`src/rtl/gpio_irq_ctrl.sv`:
```
module gpio_irq_ctrl #(
  parameter int NUM_LINES = 32,
  parameter int ADDR_W    = 8
) (
  input  logic                 clk,
  input  logic                 rst,
  input  logic                 bus_wen,
  input  logic [ADDR_W-1:0]    bus_addr,
  input  logic [31:0]          bus_wdata,
  output logic [31:0]          bus_rdata,
  input  logic [NUM_LINES-1:0] pad_in,
  output logic [NUM_LINES-1:0] pad_out,
  output logic [NUM_LINES-1:0] pad_oe,
  output logic [NUM_LINES-1:0] irq_vec,
  output logic                 irq_any
);
  localparam int STAT_OFS = 'h80;
  localparam int IN_OFS   = 'h84;
  localparam int CTRL_END = 4 * NUM_LINES;
  localparam int IDX_W    = ADDR_W - 2;

  logic [7:0]           ctrl [NUM_LINES];
  logic [NUM_LINES-1:0] sync1, sync2, prev, pend, ev, irq_en, in_en;
  logic [IDX_W-1:0]     idx;
  logic                 ctrl_sel, stat_sel, in_sel;
  logic [NUM_LINES-1:0] clr;

  assign idx      = bus_addr[ADDR_W-1:2];
  assign ctrl_sel = (int'(bus_addr) < CTRL_END) && (bus_addr[1:0] == 2'b00);
  assign stat_sel = (int'(bus_addr) == STAT_OFS);
  assign in_sel   = (int'(bus_addr) == IN_OFS);
  assign clr      = (bus_wen && stat_sel) ? bus_wdata[NUM_LINES-1:0] : '0;

  for (genvar i = 0; i < NUM_LINES; i++) begin : g_line
    logic hit;
    assign irq_en[i]  = ctrl[i][3];
    assign in_en[i]   = ctrl[i][1];
    assign pad_oe[i]  = ctrl[i][0] & ctrl[i][2];
    assign pad_out[i] = ctrl[i][0] & ctrl[i][4];

    always_comb begin
      case (ctrl[i][7:5])
        3'd0:    hit = sync2[i];
        3'd1:    hit = ~sync2[i];
        3'd2:    hit = sync2[i] & ~prev[i];
        3'd3:    hit = ~sync2[i] & prev[i];
        3'd4:    hit = sync2[i] ^ prev[i];
        default: hit = 1'b0;
      endcase
    end
    assign ev[i] = hit & irq_en[i] & in_en[i];

    always_ff @(posedge clk) begin
      if (rst)
        ctrl[i] <= '0;
      else if (bus_wen && ctrl_sel && (int'(idx) == i))
        ctrl[i] <= bus_wdata[7:0];
    end
  end

  always_ff @(posedge clk) begin
    if (rst) begin
      sync1 <= '0;
      sync2 <= '0;
      prev  <= '0;
      pend  <= '0;
    end else begin
      sync1 <= pad_in;
      sync2 <= sync1;
      prev  <= sync2;
      pend  <= (pend | ev) & ~clr;
    end
  end

  assign irq_vec = pend & irq_en;
  assign irq_any = |irq_vec;

  always_comb begin
    bus_rdata = '0;
    if (stat_sel)
      bus_rdata[NUM_LINES-1:0] = irq_vec;
    else if (in_sel)
      bus_rdata[NUM_LINES-1:0] = sync2 & in_en;
    else if (ctrl_sel)
      bus_rdata[7:0] = ctrl[idx];
  end
endmodule


```
`config.mk`:
```
export PLATFORM = sky130hd
export DESIGN_NAME = gpio_irq_ctrl
export DESIGN_NICKNAME = d
export VERILOG_FILES = /design/src/rtl/gpio_irq_ctrl.sv
export SDC_FILE = /design/constraint.sdc
export NUM_CORES = 1
export LEC_CHECK = 0
export BUFFER_PORTS_ARGS = -buffer_cell sky130_fd_sc_hd__buf_2
export CORE_MARGIN = 3
export CORE_UTILIZATION = 36
export DETAILED_ROUTE_END_ITERATION = 8
export HOLD_SLACK_MARGIN = 0.15
export PLACE_DENSITY = 0.53
export SYNTH_ARGS = -nofsm -noshare
export SYNTH_HDL_FRONTEND = slang
export SYNTH_SLANG_ARGS = --single-unit
```
`constraint.sdc`:
```
create_clock -name clk -period 4.7 [get_ports clk]
set_input_delay 0.47 -clock clk [delete_from_list [all_inputs] [get_ports clk]]
set_output_delay 0.47 -clock clk [all_outputs]
set_load 0.02 [all_outputs]
```
==> run metrics, run 1 <==
number of library cell types mapped by synthesis 47; hold path depth 2; PwrDens 359 nW/um2; initial antenna violation count 5; Initial Utilization 0.367; CP max stage delay 0.68 ns; slowest library cell on the worst path buf_4; CTS Root Cell clkbuf_16; syn nets 1,814; Hold WC Path Type input port to flip-flop; die height 239 um; total CTS buffers 45; Antenna Nets Post-Route 0; crit path time final 3.73 ns; largest net degree at the start of global routing 109; Post-Syn Area 19,500 um2; IO Pins 204; core area 53,100 um2; Worst Hold Endpoint sync1[18]; most numerous cell on the critical path buf_4; clock slew at reported path FFs 0.05 ns; gr usage total 0.219; actual slew at the worst max-slew pin 1.04 ns; Longest Clk Path Bufs 3; Post-Syn Area per Cell 11.6 um2; Clock Skew 0.0242 ns; gr ovfl total 0; die area 57,000 um2; CTS tree built; detailed placer's ending HPWL 44,800 um; most used flip-flop cell after synthesis edfxtp_1; R2R setup slack 3.12 ns; crit start category input port; Reg-to-Reg End pend[21]; Clock Latency Late Sink 0.58 ns; number of synthesized register bits 384; Synth Instances 1,675; post-route design area 23,200 um2; RD Place Congestion 0.849; commonest non-fill, non-tap cell in the layout and2_1; fraction of registers with async set/reset 0; CP Class input port to output pin; CP Cell Sequence buf_4 -> buf_4 -> mux2_2 -> a221oi_1 -> o211ai_1 -> a32o_1 -> buf_2; Max-Cap Viols 0; maximum clock frequency 268 MHz; crit path DAT 3.26 ns; number of synthesized flops with an enable pin 256; die width 239 um; Fillers 4,904; vias in the first global route 14.1k; Tcrit/Tclk final 0.794; Leak Pwr 0.00906 uW; relative slew slack 0.298; Hold Startpoint pad_in[18]; r2r worst-path depth 5; layout cells sized above 1 0.196; global-route wire length before repair 92,700 um; sequential cell area fraction in the yosys report 0.526; Rows 84; DRC viols 0; Synth warnings 0; clock sink count 384; peak supply drop 0.243 mV; final WL 63,400 um; # port buffers 203; routed wire length per instance 24.0 um; routed vias/inst 5.29; TNS Setup 0 ns; # nets final 2,050; Pre-antenna DRT Iters 5; Required @ worst endpoint 4.23 ns; commonest non-fill, non-tap cells in the layout and2_1 (321), edfxtp_1 (256), buf_2 (201); CP Max Fanout 47; Finish-stage setup viols 0; CP endpoint kind output pin; P&R area growth vs syn 19.0%; status finished clean; reg2reg start sync2[21]; RSZ-0062 raised after global routing no; Placed Area 21,100 um2; initial DRC count 1,231; crit path from bus_addr[3]; Final Hold Viols 0; # H-tree levels 2; max-slew violations 0; vias 14.0k
timing repair:
| item | in CTS | in global routing |
|---|---|---|
| gates resized for setup | 0 | 0 |
| endpoints found under the hold margin | 55 | 0 |
| hold buffers | 55 | 0 |
| setup buffers | 0 | 0 |
critical path, delay by kind of cell:
kind / cells / cell delay [ns]
buf+inv: 3 / 1.30
compound gates: 3 / 1.04
mux: 1 / 0.38
state kept, by name, summed over array words and instances, names as in the netlist:
signal,count
prev,32
pend,32
ctrl,256
sync1,32
sync2,32
layer usage:
layer  up-vias  global-route usage  wire [um]
met5         -                   0         29
met4         4              0.0649       1500
met3        87              0.0376       4190
met2       488               0.363      30200
met1      6966               0.297      27400
li1       6407                   -          -
synthesized netlist by cell type (all sizes together), types with 2 or more instances:
| cell | n | area, um2 |
|---|---|---|
| clkbuf | 60 | 226 |
| a221oi | 39 | 342 |
| nand4 | 10 | 75.1 |
| o221a | 7 | 78.8 |
| ha | 64 | 801 |
| a32o | 8 | 80.1 |
| mux4 | 48 | 1080 |
| edfxtp | 256 | 7690 |
| and2 | 321 | 2010 |
| o2111ai | 34 | 298 |
| o22a | 2 | 17.5 |
| inv | 130 | 488 |
| nand3 | 9 | 45.0 |
| nor4 | 3 | 18.8 |
| nor2b | 66 | 413 |
| nand3b | 3 | 22.5 |
| nand2b | 36 | 225 |
| buf | 23 | 161 |
| nand2 | 86 | 338 |
| a21o | 24 | 180 |
| nor3 | 8 | 40.0 |
| mux2 | 14 | 176 |
| o211ai | 14 | 105 |
| dfxtp | 128 | 2560 |
| o21ai | 40 | 200 |
| mux2i | 66 | 661 |
| nor2 | 72 | 390 |
| xnor2 | 32 | 280 |
| o22ai | 56 | 350 |
| and3 | 2 | 12.5 |
| o21bai | 8 | 60.1 |
power by group:
| group | switching, uW | internal (uW) | total (uW) |
|---|---|---|---|
| clock | 1430 | 2190 | 3630 |
| combinational | 462 | 316 | 778 |
| sequential | 152 | 3760 | 3910 |
| total | 2050 | 6270 | 8320 |
how the worst max path moves through the flow:
stage	end	slack, ns	cells after the start
3_3_place_gp	bus_rdata[0]	1.07	7
6_report	bus_rdata[0]	0.97	7
5_1_grt	bus_rdata[0]	0.90	7
2_1_floorplan	bus_rdata[5]	2.29	6
4_1_cts	bus_rdata[0]	1.02	7
3_5_place_dp	bus_rdata[0]	1.03	7
kinds of logic after synthesis:
family | after synthesis | synth area share
simple gates | 622 | 0.187
flops | 384 | 0.526
compound gates | 232 | 0.0878
buf+inv | 213 | 0.0449
mux | 128 | 0.0984
fa+ha+maj | 64 | 0.0411
xor+xnor | 32 | 0.0144
final cells by class:
type | count | area, um2 | area share
Clock buffer | 66 | 1380 | 0.0595
Sequential cell | 384 | 10200 | 0.442
Inverter | 130 | 488 | 0.0210
Multi-Input combinational cell | 1078 | 8360 | 0.361
Antenna cell | 2 | 5.00 | 0.000216
Tap cell | 688 | 861 | 0.0371
Clock inverter | 16 | 163 | 0.00701
Timing Repair Buffer | 272 | 1680 | 0.0725
per-stage QoR:
step	hold WS, ns	setup WS [ns]	total power, uW	instances	utilization
2_1_floorplan	0.414	2.29	4390	1675	-
3_3_place_gp	0.421	1.07	4720	2497	0.397
3_5_place_dp	0.423	1.03	4730	2497	0.397
4_1_cts	0.151	1.02	8390	2634	0.437
5_1_grt	0.175	0.899	8600	2635	0.437
6_report	0.176	0.967	8320	2636	0.437
No activity file was read; power rests on OpenSTA's default activity.
==> run 2, diff against run 1 <==
--- a/config.mk
+++ b/config.mk
@@ -5,12 +5,13 @@
 export SDC_FILE = /design/constraint.sdc
 export NUM_CORES = 1
 export LEC_CHECK = 0
+export ABC_AREA = 1
 export BUFFER_PORTS_ARGS = -buffer_cell sky130_fd_sc_hd__buf_2
 export CORE_MARGIN = 3
 export CORE_UTILIZATION = 36
 export DETAILED_ROUTE_END_ITERATION = 8
 export HOLD_SLACK_MARGIN = 0.15
-export PLACE_DENSITY = 0.53
+export PLACE_DENSITY = 0.55
 export SYNTH_ARGS = -nofsm -noshare
 export SYNTH_HDL_FRONTEND = slang
 export SYNTH_SLANG_ARGS = --single-unit
==> constraint.sdc (replaced) <==
create_clock -name clk -period 3.1 [get_ports clk]
set_input_delay 0.31 -clock clk [delete_from_list [all_inputs] [get_ports clk]]
set_output_delay 0.31 -clock clk [all_outputs]
set_load 0.02 [all_outputs]
==> run metrics, run 2 <==
Leak Pwr 0.0113 uW (+25%); CP endpoint kind output pin; global-route wire length before repair 103,000 um (+11%); Post-CTS Setup Inserts 0 (unchanged); fraction of registers with async set/reset 0 (unchanged); most frequent cell after synthesis nand2_1; CP Max Fanout 3 (-94%); crit start category flip-flop; max reg flops 256 (unchanged); post_cts resized 0 (unchanged); RD Place Congestion 0.911 (+7.4%); syn nets 2,673 (+47%); # H-tree levels 2 (unchanged); Clock Skew 0.0128 ns (-0.0114 ns); vias in the first global route 17.5k (+24%); hold_buf cts 64 (+16%); Largest Register ctrl; initial antenna violation count 1 (-4); Antenna Cells 0 (-2); footprint of the multi-input gates 8080 um2 (-3.4%); status finished clean; die height 241 um (+1.2%); number of synthesized flops with an enable pin 256 (unchanged); core area 54,300 um2 (+2.4%); final WL 69,500 um (+9.7%); max-slew violations 0 (unchanged); initial DRC count 1,616 (+31%); Required @ worst endpoint 2.79 ns (-1.44 ns); clock slew at reported path FFs 0.06 ns (about the same); RSZ-0062 raised after global routing no; sequential cell area fraction in the yosys report 0.513 (-0.0124); total CTS buffers 45 (unchanged); IO Pins 204 (unchanged); actual slew at the worst max-slew pin 1.14 ns (+0.102 ns); PwrDens 521 nW/um2 (+45%); P&R area growth vs syn 20.3%; CP Class flip-flop to output pin; Fillers 5,527 (+13%); largest cells by area after synthesis edfxtp_1 (39%), nand2_1 (14%), dfxtp_1 (13%); Pre-antenna DRT Iters 5 (unchanged); sequential cell area 10,200 um2 (unchanged); number of synthesized register bits 384 (unchanged); routed vias/inst 5.03 (-4.9%); CTS tree built; Clock Latency Late Sink 0.58 ns (about the same); Max-Cap Viols 0 (unchanged); commonest non-fill, non-tap cells in the layout nand2_1 (748), nor2_1 (511), inv_1 (298); # nets final 2,930 (+43%); crit path DAT 2.66 ns (-0.60 ns); CTS Root Cell clkbuf_16; maximum clock frequency 337 MHz; Synth warnings 0 (unchanged); crit path time final 2.97 ns; layout cells sized above 1 0.132 (-0.0639); vias 18.0k (+29%); Post-Syn Area per Cell 7.88 um2 (-32%); Final Hold Viols 0 (unchanged); Post-Syn Area 20,000 um2 (+2.4%); DRC viols 0 (unchanged); gr ovfl total 0 (unchanged); Longest Clk Path Bufs 3 (unchanged); most used flip-flop cell after synthesis edfxtp_1; Initial Utilization 0.367 (about the same); commonest non-fill, non-tap cell in the layout nand2_1; Rows 85 (+1.2%); number of library cell types mapped by synthesis 35 (-26%); Finish-stage setup viols 0 (unchanged); Synth Instances 2,534 (+51%); Hold WC Path Type input port to flip-flop; relative slew slack 0.236 (-0.0624); total chip power 12,500 uW (+50%); clock sink count 384 (unchanged); TNS Setup 0 ns (unchanged); # port buffers 203 (unchanged); gr usage total 0.237 (+0.0176); die area 58,300 um2 (+2.4%); routed wire length per instance 19.5 um (-19%); die width 241 um (+1.2%); post-synth top area share 0.385 (-0.00932); Antenna Nets Post-Route 0 (unchanged); Synth top cells by count nand2_1 (748), nor2_1 (512), inv_1 (304); detailed placer's ending HPWL 49,500 um (+11%); Hold Slack 0.388 ns (+0.213 ns); Tcrit/Tclk final 0.957; largest net degree at the start of global routing 80 (-27%); peak supply drop 0.418 mV (+72%); post-synth top area cell edfxtp_1
==> run 2: changes by cell type after synthesis, moves of 34 or more <==
cell / delta
nor2_1: +456
a221oi_1: -39
o22ai_1: -50
and2_1: -321
o2111ai_1: -34
nand3_1: +134
mux2i_1: -66
nor2b_1: -66
a21oi_1: +51
inv_1: +175
nand2b_1: -36
mux4_2: -48
nand2_1: +664
==> run 2: where the power goes <==
part | internal, uW | switching, uW | leakage [uW] | total (uW)
registers | 5700 | 198 | 0.00348 | 5890
logic | 422 | 951 | 0.00714 | 1370
clock network | 3080 | 2160 | 0.000700 | 5240
==> run 2: worst paths after layout <==
path / start / end / slack, ns / depth (start not counted)
setup / recovery: ctrl[14][3] / irq_any / 0.13 / 6
hold / removal: bus_wdata[4] / ctrl[4][4] / 0.39 / 4
setup reg to reg: sync2[28] / pend[28] / 1.63 / 8
hold reg to reg: sync1[9] / sync2[9] / 0.40 / 2
==> run 2: final cells by class <==
class,count,area share
Clock inverter,13,0.00412
Inverter,311,0.0488
Timing Repair Buffer,317,0.0889
Multi-Input combinational cell,1732,0.336
Clock buffer,71,0.0565
Sequential cell,384,0.427
Tap cell,739,0.0385
==> run 2: stage by stage <==
step	util	setup slack [ns]	area, um2	cells
after floorplan	-	0.994	20000	2534
after global placement	0.403	0.371	21900	3419
after detailed placement	0.403	0.310	21900	3419
after CTS	0.442	0.204	24000	3567
after global routing	0.442	0.106	24000	3567
final	0.442	0.135	24000	3567
==> run 2: cell families (layout without fill, tap and decap cells) <==
logic type / count (synthesis) / after routing / share of synthesized area
adder cells (fa/ha/maj): 64 / 64 / 0.0401
flip-flops: 384 / 384 / 0.513
AND/OR/NAND/NOR: 1487 / 1487 / 0.312
AO/OA/AOI/OAI: 181 / 181 / 0.0518
buffers and inverters: 418 / 712 / 0.0825
==> run 2: worst max-delay path: stages, from the launching register on <==
cell	delay, ns
edfxtp_1	0.40
nand2_1	0.19
nand4_1	0.35
nor4_1	0.66
buf_4	0.25
nand2_1	0.06
buf_2	0.17
==> run 2: metal layers <==
| layer | vias up | part of all wire | track usage |
|---|---|---|---|
| li1 | 8570 | - | - |
| met4 | 2 | 0.040 | 0.0923 |
| met3 | 147 | 0.070 | 0.0447 |
| met1 | 8585 | 0.42 | 0.303 |
| met2 | 649 | 0.47 | 0.399 |
| met5 | - | 0.00019 | 0 |
